[src/rtl/bldc_pkg.sv]
package bldc_pkg;
    localparam int CNT_W = 16;
    localparam int WIN_W = 8;
    localparam int NPH   = 3;

    typedef struct packed {
        logic [CNT_W-1:0] cnt;
        logic [CNT_W-1:0] per;
        logic [CNT_W-1:0] duty;
        logic [WIN_W-1:0] win;
        logic [2:0]       step;
        logic             dir;
        logic [NPH-1:0]   pwm;
        logic [NPH-1:0]   rstn;
    } bldc_state_t;
endpackage

[src/rtl/bldc_comm_decode.sv]
module bldc_comm_decode
    import bldc_pkg::*;
(
    input  logic [2:0]     step,
    input  logic           dir,
    output logic [NPH-1:0] sw_oh,
    output logic [NPH-1:0] ret_oh,
    output logic           valid
);
    logic [NPH-1:0] fwd_sw, fwd_ret;

    always_comb begin
        valid = 1'b1;
        unique case (step)
            3'd0: begin fwd_sw = 3'b001; fwd_ret = 3'b010; end
            3'd1: begin fwd_sw = 3'b001; fwd_ret = 3'b100; end
            3'd2: begin fwd_sw = 3'b010; fwd_ret = 3'b100; end
            3'd3: begin fwd_sw = 3'b010; fwd_ret = 3'b001; end
            3'd4: begin fwd_sw = 3'b100; fwd_ret = 3'b001; end
            3'd5: begin fwd_sw = 3'b100; fwd_ret = 3'b010; end
            default: begin fwd_sw = '0; fwd_ret = '0; valid = 1'b0; end
        endcase
        sw_oh  = dir ? fwd_ret : fwd_sw;
        ret_oh = dir ? fwd_sw  : fwd_ret;
    end
endmodule

[src/rtl/bldc_pulse_conv.sv]
module bldc_pulse_conv
    import bldc_pkg::*;
#(
    parameter int CLK_NS = 8,
    parameter int MIN_NS = 50,
    parameter int MAX_NS = 100,
    parameter int NS_W   = 8
) (
    input  logic [NS_W-1:0]  ns_in,
    output logic [WIN_W-1:0] cycles
);
    localparam int SUM_W = NS_W + 1;

    logic [NS_W-1:0]  ns_lim;
    logic [SUM_W-1:0] rounded;

    always_comb begin
        if (ns_in < NS_W'(MIN_NS))      ns_lim = NS_W'(MIN_NS);
        else if (ns_in > NS_W'(MAX_NS)) ns_lim = NS_W'(MAX_NS);
        else                            ns_lim = ns_in;
        rounded = {1'b0, ns_lim} + SUM_W'(CLK_NS - 1);
        cycles  = WIN_W'(rounded / SUM_W'(CLK_NS));
    end
endmodule

[src/rtl/bldc_phase_gate.sv]
module bldc_phase_gate (
    input  logic active,
    input  logic is_sw,
    input  logic is_ret,
    input  logic sw_on,
    input  logic win_on,
    output logic pwm,
    output logic rstn
);
    always_comb begin
        pwm  = active & ((is_sw & sw_on) | (is_ret & win_on));
        rstn = active & (is_sw | is_ret);
    end
endmodule

[src/rtl/bldc_sixstep_pwm.sv]
module bldc_sixstep_pwm
    import bldc_pkg::*;
#(
    parameter int CLK_NS = 8,
    parameter int MIN_NS = 50,
    parameter int MAX_NS = 100,
    parameter int NS_W   = 8
) (
    input  logic             clk,
    input  logic             rst_n,
    input  logic             enable,
    input  logic [2:0]       step_in,
    input  logic             dir_in,
    input  logic [CNT_W-1:0] duty_in,
    input  logic [CNT_W-1:0] period_in,
    input  logic [NS_W-1:0]  pulse_ns_in,
    output logic [NPH-1:0]   ph_pwm,
    output logic [NPH-1:0]   ph_rstn
);
    localparam int SPAN_W = CNT_W + 1;

    bldc_state_t st_q, st_d;

    logic             at_end, load;
    logic [CNT_W-1:0] cnt_n, per_n, duty_n;
    logic [WIN_W-1:0] win_n, win_conv;
    logic [2:0]       step_n;
    logic             dir_n;
    logic [SPAN_W-1:0] span, wstart;
    logic             sw_on, win_on, valid, active;
    logic [NPH-1:0]   sw_oh, ret_oh, gate_pwm, gate_rstn;

    // period boundary: settings are sampled only here or while disabled
    assign at_end = (st_q.cnt == st_q.per);
    assign load   = !enable || at_end;

    assign cnt_n  = !enable ? period_in : (at_end ? '0 : st_q.cnt + 1'b1);
    assign per_n  = load ? period_in   : st_q.per;
    assign duty_n = load ? duty_in     : st_q.duty;
    assign win_n  = load ? win_conv    : st_q.win;
    assign step_n = load ? step_in     : st_q.step;
    assign dir_n  = load ? dir_in      : st_q.dir;

    bldc_pulse_conv #(
        .CLK_NS(CLK_NS), .MIN_NS(MIN_NS), .MAX_NS(MAX_NS), .NS_W(NS_W)
    ) u_conv (
        .ns_in  (pulse_ns_in),
        .cycles (win_conv)
    );

    bldc_comm_decode u_dec (
        .step   (step_n),
        .dir    (dir_n),
        .sw_oh  (sw_oh),
        .ret_oh (ret_oh),
        .valid  (valid)
    );

    // recovery window occupies the final win_n counts of the period
    always_comb begin
        span   = {1'b0, per_n} + 1'b1;
        wstart = (span > SPAN_W'(win_n)) ? span - SPAN_W'(win_n) : '0;
        win_on = ({1'b0, cnt_n} >= wstart);
        sw_on  = ({1'b0, cnt_n} < wstart) && (cnt_n < duty_n);
        active = enable && valid;
    end

    for (genvar p = 0; p < NPH; p++) begin : g_phase
        bldc_phase_gate u_gate (
            .active (active),
            .is_sw  (sw_oh[p]),
            .is_ret (ret_oh[p]),
            .sw_on  (sw_on),
            .win_on (win_on),
            .pwm    (gate_pwm[p]),
            .rstn   (gate_rstn[p])
        );
    end

    always_comb begin
        st_d      = st_q;
        st_d.cnt  = cnt_n;
        st_d.per  = per_n;
        st_d.duty = duty_n;
        st_d.win  = win_n;
        st_d.step = step_n;
        st_d.dir  = dir_n;
        st_d.pwm  = gate_pwm;
        st_d.rstn = gate_rstn;
    end

    always_ff @(posedge clk or negedge rst_n) begin
        if (!rst_n) st_q <= '0;
        else        st_q <= st_d;
    end

    assign ph_pwm  = st_q.pwm;
    assign ph_rstn = st_q.rstn;
endmodule

[config.mk]
export PLATFORM = sky130hd
export DESIGN_NAME = bldc_sixstep_pwm
export DESIGN_NICKNAME = d
export VERILOG_FILES = /design/src/rtl/bldc_pkg.sv /design/src/rtl/bldc_comm_decode.sv /design/src/rtl/bldc_pulse_conv.sv /design/src/rtl/bldc_phase_gate.sv /design/src/rtl/bldc_sixstep_pwm.sv
export SDC_FILE = /design/constraint.sdc
export NUM_CORES = 1
export LEC_CHECK = 0
export ABC_CLOCK_PERIOD_IN_PS = 7000
export BUFFER_PORTS_ARGS = -buffer_cell sky130_fd_sc_hd__buf_2
export CAP_MARGIN = 30
export CORE_MARGIN = 2
export CORE_UTILIZATION = 40
export CTS_CLUSTER_SIZE = 30
export DETAILED_ROUTE_END_ITERATION = 10
export MAX_ROUTING_LAYER = met4
export RECOVER_POWER = 25
export SLEW_MARGIN = 0
export SYNTH_ARGS = -nofsm -noshare
export SYNTH_HDL_FRONTEND = slang
export SYNTH_SLANG_ARGS = --single-unit
[constraint.sdc]
create_clock -name clk -period 7 [get_ports clk]
set_input_delay 0 -clock clk [delete_from_list [all_inputs] [get_ports clk]]
set_output_delay 0 -clock clk [all_outputs]
set_load 0.01 [all_outputs]
==> run metrics, run 1 <==
root buffer cell clkbuf_16; Initial Utilization 40.82%; initial antenna violation count 0; post-synthesis sequential area ratio about a third; leak pwr roughly 2.8 nW; Net Sw Frac about 32%; CTS sink cnt 66; CTS clk-pin slew, worst paths approximately 0.06 ns; Final min period approximately 6.4 ns; final WL ~13000 um; Worst Setup End Kind flip-flop; Vert. Die Dim 114.5 um; vias around 4300; synth-to-layout area growth 19.96%; vias in the first global route approximately 4200; Max Root-Sink Buffers 2; pwr dens about 220 nW/um2; Min-Delay Path Class primary input to flip-flop; Slew Viols, Final 67; Max Fanout on Critical Path 8; antenna violation net count after detailed routing 0; GRT Util Overall 21.23%; failing checks max-capacitance violations, max-slew violations; Yosys top cell area share 33.83%; count of state elements after synthesis 66; Ports between 50 and 60; routed vias/inst 5.491; final layout net count a little over 700; TNS Setup 0 ns; dominant combinational cell family by area after synthesis simple AND/OR/NAND/NOR gates; Avg WL per Cell 16.36 um; period utilisation layout 92.13%; XOR/XNOR Fraction of Synth Area between 10% and 20%; Synth Area in Compound Gates roughly 14%; FMAX ~160 MHz; clock share of power a little over a third; total power ~1.3 mW; ant diodes 0; maxcap violations 1; slowest stage delay, CP just under 0.5 ns; first-pass GRT wire length between 20000 and 25000 um; synth cell count leaders dfrtp_1, nand2_1, inv_1, ha_1, xnor2_1; top-count cell post-synth dfrtp_1; yosys warns 0; Synth Flop Type dfrtp_1; Rel. slew slack -141.3%; Simple-Gate Fraction of Synth Area between 10% and 20%; Yosys cell types 54; combinational power share approximately 30%; RSZ-0062 raised after global routing false; Final Skew 0.007572 ns; Psw between 0.4 and 0.5 mW; largest net degree at the start of global routing 67; Rows 40; CP startpoint kind flip-flop; Crit-path slowest cell o41ai_4; die width 114.5 um; Cell Area, Synth between 4000 and 5000 um2; IO Port Bufs 52; CTS Buf Count 9; final core utilization between 40% and 50%; clock insertion delay at the later pin of the skew report 0.33 ns; outcome finished with violations; asr flop ratio synth 100.0%; Yosys top cell by area dfrtp_1; kind of critical path flip-flop to flip-flop; CTS tree built; Critical Path RT between 7 and 8 ns; first drt pass iteration count 5; Final GP Congestion roughly 0.96; Flop pwr share 34.9%; final setup vio count 0; Avg Inst Size Synth 8.925 um2; worst IR drop on VDD 0.1306 mV; Post-Synth Adder-Cell Area between 10% and 20%; Worst Hold Margin 0.01785 ns; die area about 13000 um2; top post-synthesis cells by area dfrtp_1, ha_1, xnor2_1, mux2i_1, nand2_1; grt ovf 0; crit path DAT approximately 6.7 ns; Core Region approximately 12000 um2; cell-internal power approximately 0.87 mW; worst slew pin tran around 3.6 ns; share of cells above drive strength 1 between 10% and 20%; syn_nets around 640; drt drc 0; synthesized netlist cell count around 550; DRT iter0 DRCs 262; htree depth 3; DP Wirelength between 9000 and 10000 um; Final Hold Fails 0; mux cell area share after synthesis 7.483%; Post-synth EDFFs 0
-- area by class of cell --
cell class	count	area, um2
clock buffer	12	246.5
fill	1133	6105
multi-input combinational	417	2979
clock inverter	4	51.30
inverter	46	176.4
sequential	66	1652
timing repair buffer	86	568.0
tap	147	183.9
-- final timing paths --
path / startpoint / endpoint / slack, ns / depth (start not counted)
worst max-delay path: st_q[35] / ph_pwm[0] / 0.55 / 28
worst min register to register: st_q[18] / st_q[18] / 0.46 / 2
min in group asynchronous: rst_n / st_q[6] / 1.55 / 3
worst max register to register: st_q[35] / ph_pwm[0] / 0.55 / 28
max in group asynchronous: rst_n / st_q[21] / 3.42 / 3
worst min-delay path: period_in[13] / st_q[47] / 0.02 / 2
-- power groups by stage --
stage / clock network [mW] / logic (mW) / registers [mW]
CTS: 0.465 / 0.376 / 0.446
global route: 0.476 / 0.432 / 0.450
finish: 0.453 / 0.381 / 0.446
global placement: 0 / 0.354 / 0.452
detailed placement: 0 / 0.363 / 0.452
floorplan: 0 / 0.267 / 0.445
-- repair_timing --
action	4_1_cts	5_1_grt
endpoints found under the hold margin	89	0
setup endpoints to repair	0	3
buffers inserted	0	4
hold buffers	24	0
resized for setup	0	4
-- state kept, by name, summed over array words and instances, names as in the netlist --
signal   count
ph_pwm       3
ph_rstn      3
st_q        60
-- cells by family after synthesis --
| family | count (synthesis) |
|---|---|
| AOI/OAI and AO/OA | 102 |
| xor gates and xnor gates | 56 |
| adders and majority gates | 42 |
| buffers and inverters | 64 |
| DFF | 66 |
| muxes | 36 |
| and+or+nand+nor | 181 |
-- per-stage QoR --
stage	worst slack, ns	cells	cell area (um2)
2_1_floorplan	0.06049	547	4890
3_3_place_gp	0.7089	734	5280
3_5_place_dp	0.5386	734	5280
4_1_cts	0.5119	774	5818
5_1_grt	0.003034	778	5857
6_report	0.5510	778	5857
-- per-layer routing --
layer	vias up	share of wire [%]	track usage, %
met5	-	0	-
met1	2037	46	27.57
met4	0	1.9	7.398
met2	135	46	33.29
met3	18	6.6	3.917
li1	2082	-	-
-- worst max-delay path: cells and delay by family, from the launching register on --
family	cells	cell delay, ns
compound gates	15	2.98
xor+xnor	2	0.45
fa+ha+maj	3	0.95
buf+inv	2	0.44
flops	1	0.43
simple gates	6	1.06
-- cells in the final DEF (no fill, tap or decap), types with 4 or more instances in the layout --
cell type / count
nand2_1: 63
xnor2_1: 41
nand3b_1: 5
dlygate4sd3_1: 24
clkbuf_16: 9
o21ai_0: 14
a21oi_1: 26
mux2i_1: 31
ha_1: 41
buf_2: 46
nor3_1: 13
nor2b_1: 6
buf_4: 8
nand4_1: 18
o21a_1: 5
xor2_1: 15
clkbuf_1: 9
nand3_1: 24
and3_1: 4
a21o_1: 12
o22ai_1: 9
o2bb2ai_1: 4
nor2_1: 28
inv_1: 43
dfrtp_1: 66
or3_1: 5
a22o_1: 12
(Power assumes the default switching activity.)
==> run 2, diff against run 1 <==
--- a/config.mk
+++ b/config.mk
@@ -5,7 +5,7 @@
 export SDC_FILE = /design/constraint.sdc
 export NUM_CORES = 1
 export LEC_CHECK = 0
-export ABC_CLOCK_PERIOD_IN_PS = 7000
+export ABC_CLOCK_PERIOD_IN_PS = 6940
 export BUFFER_PORTS_ARGS = -buffer_cell sky130_fd_sc_hd__buf_2
 export CAP_MARGIN = 30
 export CORE_MARGIN = 2
@@ -14,7 +14,6 @@
 export DETAILED_ROUTE_END_ITERATION = 10
 export MAX_ROUTING_LAYER = met4
 export RECOVER_POWER = 25
-export SLEW_MARGIN = 0
 export SYNTH_ARGS = -nofsm -noshare
 export SYNTH_HDL_FRONTEND = slang
 export SYNTH_SLANG_ARGS = --single-unit
==> constraint.sdc (replaced) <==
create_clock -name clk -period 6.94 [get_ports clk]
set_input_delay 0 -clock clk [delete_from_list [all_inputs] [get_ports clk]]
set_output_delay 0 -clock clk [all_outputs]
set_load 0.01 [all_outputs]
==> run 2 against run 1 <==
Compared with the run above: the flow still finishes with violations (max-capacitance violations, max-slew violations); fmax is 2.2% higher; final area is 0.98% lower; utilization is 0.48 points lower; die area stayed put; sequential share of layout area is 0.28 points higher; total power is 0.98% lower; clock-buffer cell count is 2 lower; first-iteration DRC count is 27% higher; sequential power is 1% higher; critical endpoint is now ph_pwm[2]; largest power group is now registers.
==> run metrics, run 2 (synthesis results as in run 1) <==
Hold Crit Depth 3; CTS clk-pin slew, worst paths 0.05 ns; Vert. Die Dim 114.5 um; Avg WL per Cell ~17 um; post-placement cell count between 700 and 800; IO Port Bufs 52; leak pwr between 2 and 3 nW; largest net degree at the start of global routing 67; Max Root-Sink Buffers 2; most used cells in the layout excluding fill and tap cells dfrtp_1, nand2_1, buf_2; GRT Util Overall 21.59%; final worst setup slack between 0.6 and 0.7 ns; routed vias/inst 5.519; Rel. slew slack -138.5%; Worst Setup End Kind flip-flop; Core Region 11960 um2; routed wl met2 5870 um; worst slew pin tran between 3 and 4 ns; DRT iter0 DRCs approximately 330; final layout net count slightly above 700; Met1 Routed Length approximately 6200 um; final setup vio count 0; CTS tree built; TNS Setup 0 ns; clock insertion delay at the later pin of the skew report 0.34 ns; outcome finished with violations; root buffer cell clkbuf_16; Initial Utilization between 40% and 50%; fin cells 770; DP Area 5280 um2; share of cells above drive strength 1 ~12%; Post-Place Worst Slack 0.4181 ns; first-pass GRT wire length 21110 um; htree depth 3; RSZ-0062 raised after global routing false; die width 114.5 um; vias 4250; initial antenna violation count 0; worst IR drop on VDD between 0.1 and 0.15 mV; first drt pass iteration count 4; CP startpoint kind flip-flop; Final GP Congestion about 0.94; maxcap violations 1; final WL 12900 um; Biggest register st_q; commonest non-fill, non-tap cell in the layout dfrtp_1; CTS Buf Count 9; FMAX roughly 160 MHz; slowest stage delay, CP 0.51 ns; Slew Viols, Final 67; DP Wirelength around 10000 um; ant diodes 0; met3 WL 529 um; Critical Path RT between 7 and 8 ns; total power about 1.3 mW; Final min period around 6.3 ns; Worst Hold Margin 0.01465 ns; number of flip-flops in the largest register 60; Max Fanout on Critical Path 24; period utilisation layout 90.92%; kind of critical path flip-flop to flip-flop; CTS sink cnt 66; failing checks max-capacitance violations, max-slew violations; drt drc 0; max layer used met4; Rows 40; Final Hold Fails 0; vias in the first global route between 4000 and 5000; Final Skew approximately 0.0072 ns; synth-to-layout area growth 18.79%; Crit-path slowest cell o41ai_4; Min-Delay Path Class primary input to flip-flop; grt ovf 0; post-route design area between 5000 and 6000 um2; pwr dens between 200 and 250 nW/um2; antenna violation net count after detailed routing 0; Ports 53; die area ~13000 um2; crit path DAT between 6 and 7 ns; R2R cell count 31; final core utilization 48.48%
-- run 2: changes by cell type in the layout (fill, tap and decap cells not counted), sizes merged --
cell and change:
buf -4, clkinvlp -2, clkbuf -2, clkinv +1, dlygate4sd3 -2, inv +1
-- run 2: metal layers --
| metal | global-route usage, % | vias up |
|---|---|---|
| met3 | 4.235 | 20 |
| met5 | - | - |
| li1 | - | 2077 |
| met4 | 7.642 | 0 |
| met2 | 33.65 | 126 |
| met1 | 28.03 | 2027 |
-- run 2: layout make-up --
cell class	count	area [um2]
clock buffer	10	229.0
clock inverter	4	45.04
fill	1164	6162
inverter	46	172.7
multi-input combinational	417	2999
sequential	66	1652
tap	147	183.9
timing repair buffer	80	518.0
-- run 2: path summary, 6_finish.rpt --
path,start,to,slack [ns]
worst min-delay path,period_in[15],st_q[49],0.01
min in group asynchronous,rst_n,st_q[38],1.52
worst max-delay path,st_q[35],ph_pwm[2],0.63
max in group asynchronous,rst_n,st_q[44],3.40
worst max register to register,st_q[35],ph_pwm[2],0.63
worst min register to register,st_q[18],st_q[18],0.48
-- run 2: what timing repair did --
action,CTS,global route
hold endpoints to repair,87,0
hold buffers,22,0
buffers inserted,0,0
resized for setup,0,8
endpoints found under the setup margin,0,3
-- run 2: worst max-delay path, delay by kind of cell, from the launching register on --
kind / cells / cell delay (ns)
compound gates: 16 / 3.08
fa+ha+maj: 3 / 0.92
simple gates: 8 / 0.96
flops: 1 / 0.42
buf+inv: 2 / 0.43
xor+xnor: 2 / 0.42
-- run 2: power by group --
| group | internal (mW) | switching [mW] | total [mW] |
|---|---|---|---|
| logic | 0.167 | 0.217 | 0.384 |
| clock network | 0.272 | 0.161 | 0.433 |
| registers | 0.421 | 0.0305 | 0.451 |
| total | 0.860 | 0.409 | 1.27 |
==> run 3, diff against run 2 <==
--- a/config.mk
+++ b/config.mk
@@ -10,6 +10,7 @@
 export CAP_MARGIN = 30
 export CORE_MARGIN = 2
 export CORE_UTILIZATION = 40
+export CTS_BUF_LIST = sky130_fd_sc_hd__clkbuf_16
 export CTS_CLUSTER_SIZE = 30
 export DETAILED_ROUTE_END_ITERATION = 10
 export MAX_ROUTING_LAYER = met4
==> run 3 against run 2 <==
Compared with the run above: the flow still finishes with violations (max-capacitance violations, max-slew violations); combinational power is essentially flat; sequential power is essentially flat; clock power is essentially flat; final area is the same; clock-buffer cell count decreased by 1; die area did not move; sequential share of layout area stayed put; first-iteration DRC count is the same; wire length stayed put; largest cell class unchanged; largest power group unchanged.
==> run metrics, run 3 (synthesis results as in run 1) <==
antenna violation net count after detailed routing 0; kind of critical path flip-flop to flip-flop; fin cells between 700 and 800; Final Hold Fails 0; combinational power share 30.3%; Max Root-Sink Buffers 2; final layout net count 709; Final Skew slightly above 0.007 ns; largest net degree at the start of global routing 67; total power 1.267 mW; slowest stage delay, CP a little over 0.5 ns; IO Port Bufs 52; Biggest register st_q; Worst Hold Margin 0.01491 ns; worst IR drop on VDD about 0.11 mV; final core utilization roughly half; period utilisation layout around nine tenths; final setup vio count 0; RSZ-0062 raised after global routing false; CTS Buf Count 9; Psw between 0.4 and 0.5 mW; fillers between 1000 and 1500; leak pwr between 2 and 3 nW; clock share of power between 30% and 40%; Core Region around 12000 um2; number of flip-flops in the largest register 60; maxcap violations 1; clock insertion delay at the later pin of the skew report about 0.34 ns; CTS tree built; DP Wirelength 10130 um; die area about 13000 um2; Final min period ~6.3 ns; Rows 40; CTS clk-pin slew, worst paths approximately 0.05 ns; FMAX about 160 MHz; Flop pwr share a little over a third; routed vias/inst about 5.5; worst slew pin tran approximately 3.6 ns; DRT iter0 DRCs 334; grt ovf 0; die width between 100 and 150 um; ant diodes 0; most used cells in the layout excluding fill and tap cells dfrtp_1, nand2_1, buf_2; GRT Util Overall a little over a fifth; Final GP Congestion ~0.94; drt drc 0; root buffer cell clkbuf_16; TNS Setup 0 ns; Worst Setup End Kind flip-flop; DP Area about 5300 um2; post-route design area ~5800 um2; Rel. slew slack -138.5%; Net Sw Frac between 30% and 40%; crit path DAT roughly 6.5 ns; Max Fanout on Critical Path 24; failing checks max-capacitance violations, max-slew violations; Critical Path RT ~7.2 ns; CP startpoint kind flip-flop; final worst setup slack between 0.6 and 0.7 ns; Initial Utilization 40.82%; outcome finished with violations; Vert. Die Dim roughly 110 um; Slew Viols, Final between 60 and 70; commonest non-fill, non-tap cell in the layout dfrtp_1; pwr dens between 200 and 250 nW/um2; cell-internal power around 0.86 mW; Min-Delay Path Class primary input to flip-flop; synth-to-layout area growth 18.79%; Post-Place Worst Slack between 0.4 and 0.5 ns; first drt pass iteration count 4; CTS sink cnt 66; htree depth 3; vias in the first global route roughly 4200; initial antenna violation count 0; share of cells above drive strength 1 12.20%; first-pass GRT wire length ~21000 um; post-placement cell count 734; final WL about 13000 um; vias between 4000 and 5000; Ports between 50 and 60; Avg WL per Cell 16.75 um; post-CTS setup buffers 0; Crit-path slowest cell o41ai_4
==> run 3: changes by cell type in the layout (fill, tap and decap cells not counted) <==
cell	before	now
clkbuf_1	8	7
inv_1	43	44
==> run 3: layout make-up <==
class                           instances  area [um2]  share of cell area, %
Clock inverter                          5       48.80                 0.8414
Multi-Input combinational cell        417        2999                  51.72
Clock buffer                            9       225.2                  3.883
Inverter                               46       172.7                  2.977
Tap cell                              147       183.9                  3.172
Timing Repair Buffer                   80       518.0                  8.932
Sequential cell                        66        1652                  28.48
==> run 3: final timing paths <==
check,start,to,slack (ns),cells past startpoint
worst min register to register,st_q[18],st_q[18],0.48,2
max in group asynchronous,rst_n,st_q[44],3.40,3
worst max register to register,st_q[35],ph_pwm[2],0.63,31
worst max-delay path,st_q[35],ph_pwm[2],0.63,31
worst min-delay path,period_in[15],st_q[49],0.01,3
min in group asynchronous,rst_n,st_q[38],1.52,3
==> run 3: worst max-delay path: cells and delay by family, from the launching register on <==
kind	cells	cell delay, ns
simple gates	8	0.96
xor+xnor	2	0.42
compound gates	16	3.08
buf+inv	2	0.43
fa+ha+maj	3	0.92
flops	1	0.42
==> run 3: what timing repair did <==
action,in CTS,in global routing
setup endpoints to repair,0,3
gates resized for setup,0,8
hold endpoints to repair,87,0
hold buffers,22,0
==> run 3: power groups by stage <==
stage | clock network, mW | registers [mW] | logic (mW)
2_1_floorplan | 0 | 0.449 | 0.269
3_3_place_gp | 0 | 0.456 | 0.358
3_5_place_dp | 0 | 0.456 | 0.369
4_1_cts | 0.439 | 0.450 | 0.380
5_1_grt | 0.454 | 0.456 | 0.434
6_report | 0.431 | 0.451 | 0.384
==> run 3: layer usage <==
layer  global-route usage [%]  vias to the layer above  wire length, um
li1                         -                     2077                -
met1                    28.03                     2027             6179
met2                    33.65                      126             5867
met3                    4.235                       20              531
met4                    7.642                        0              318
met5                        -                        -                0
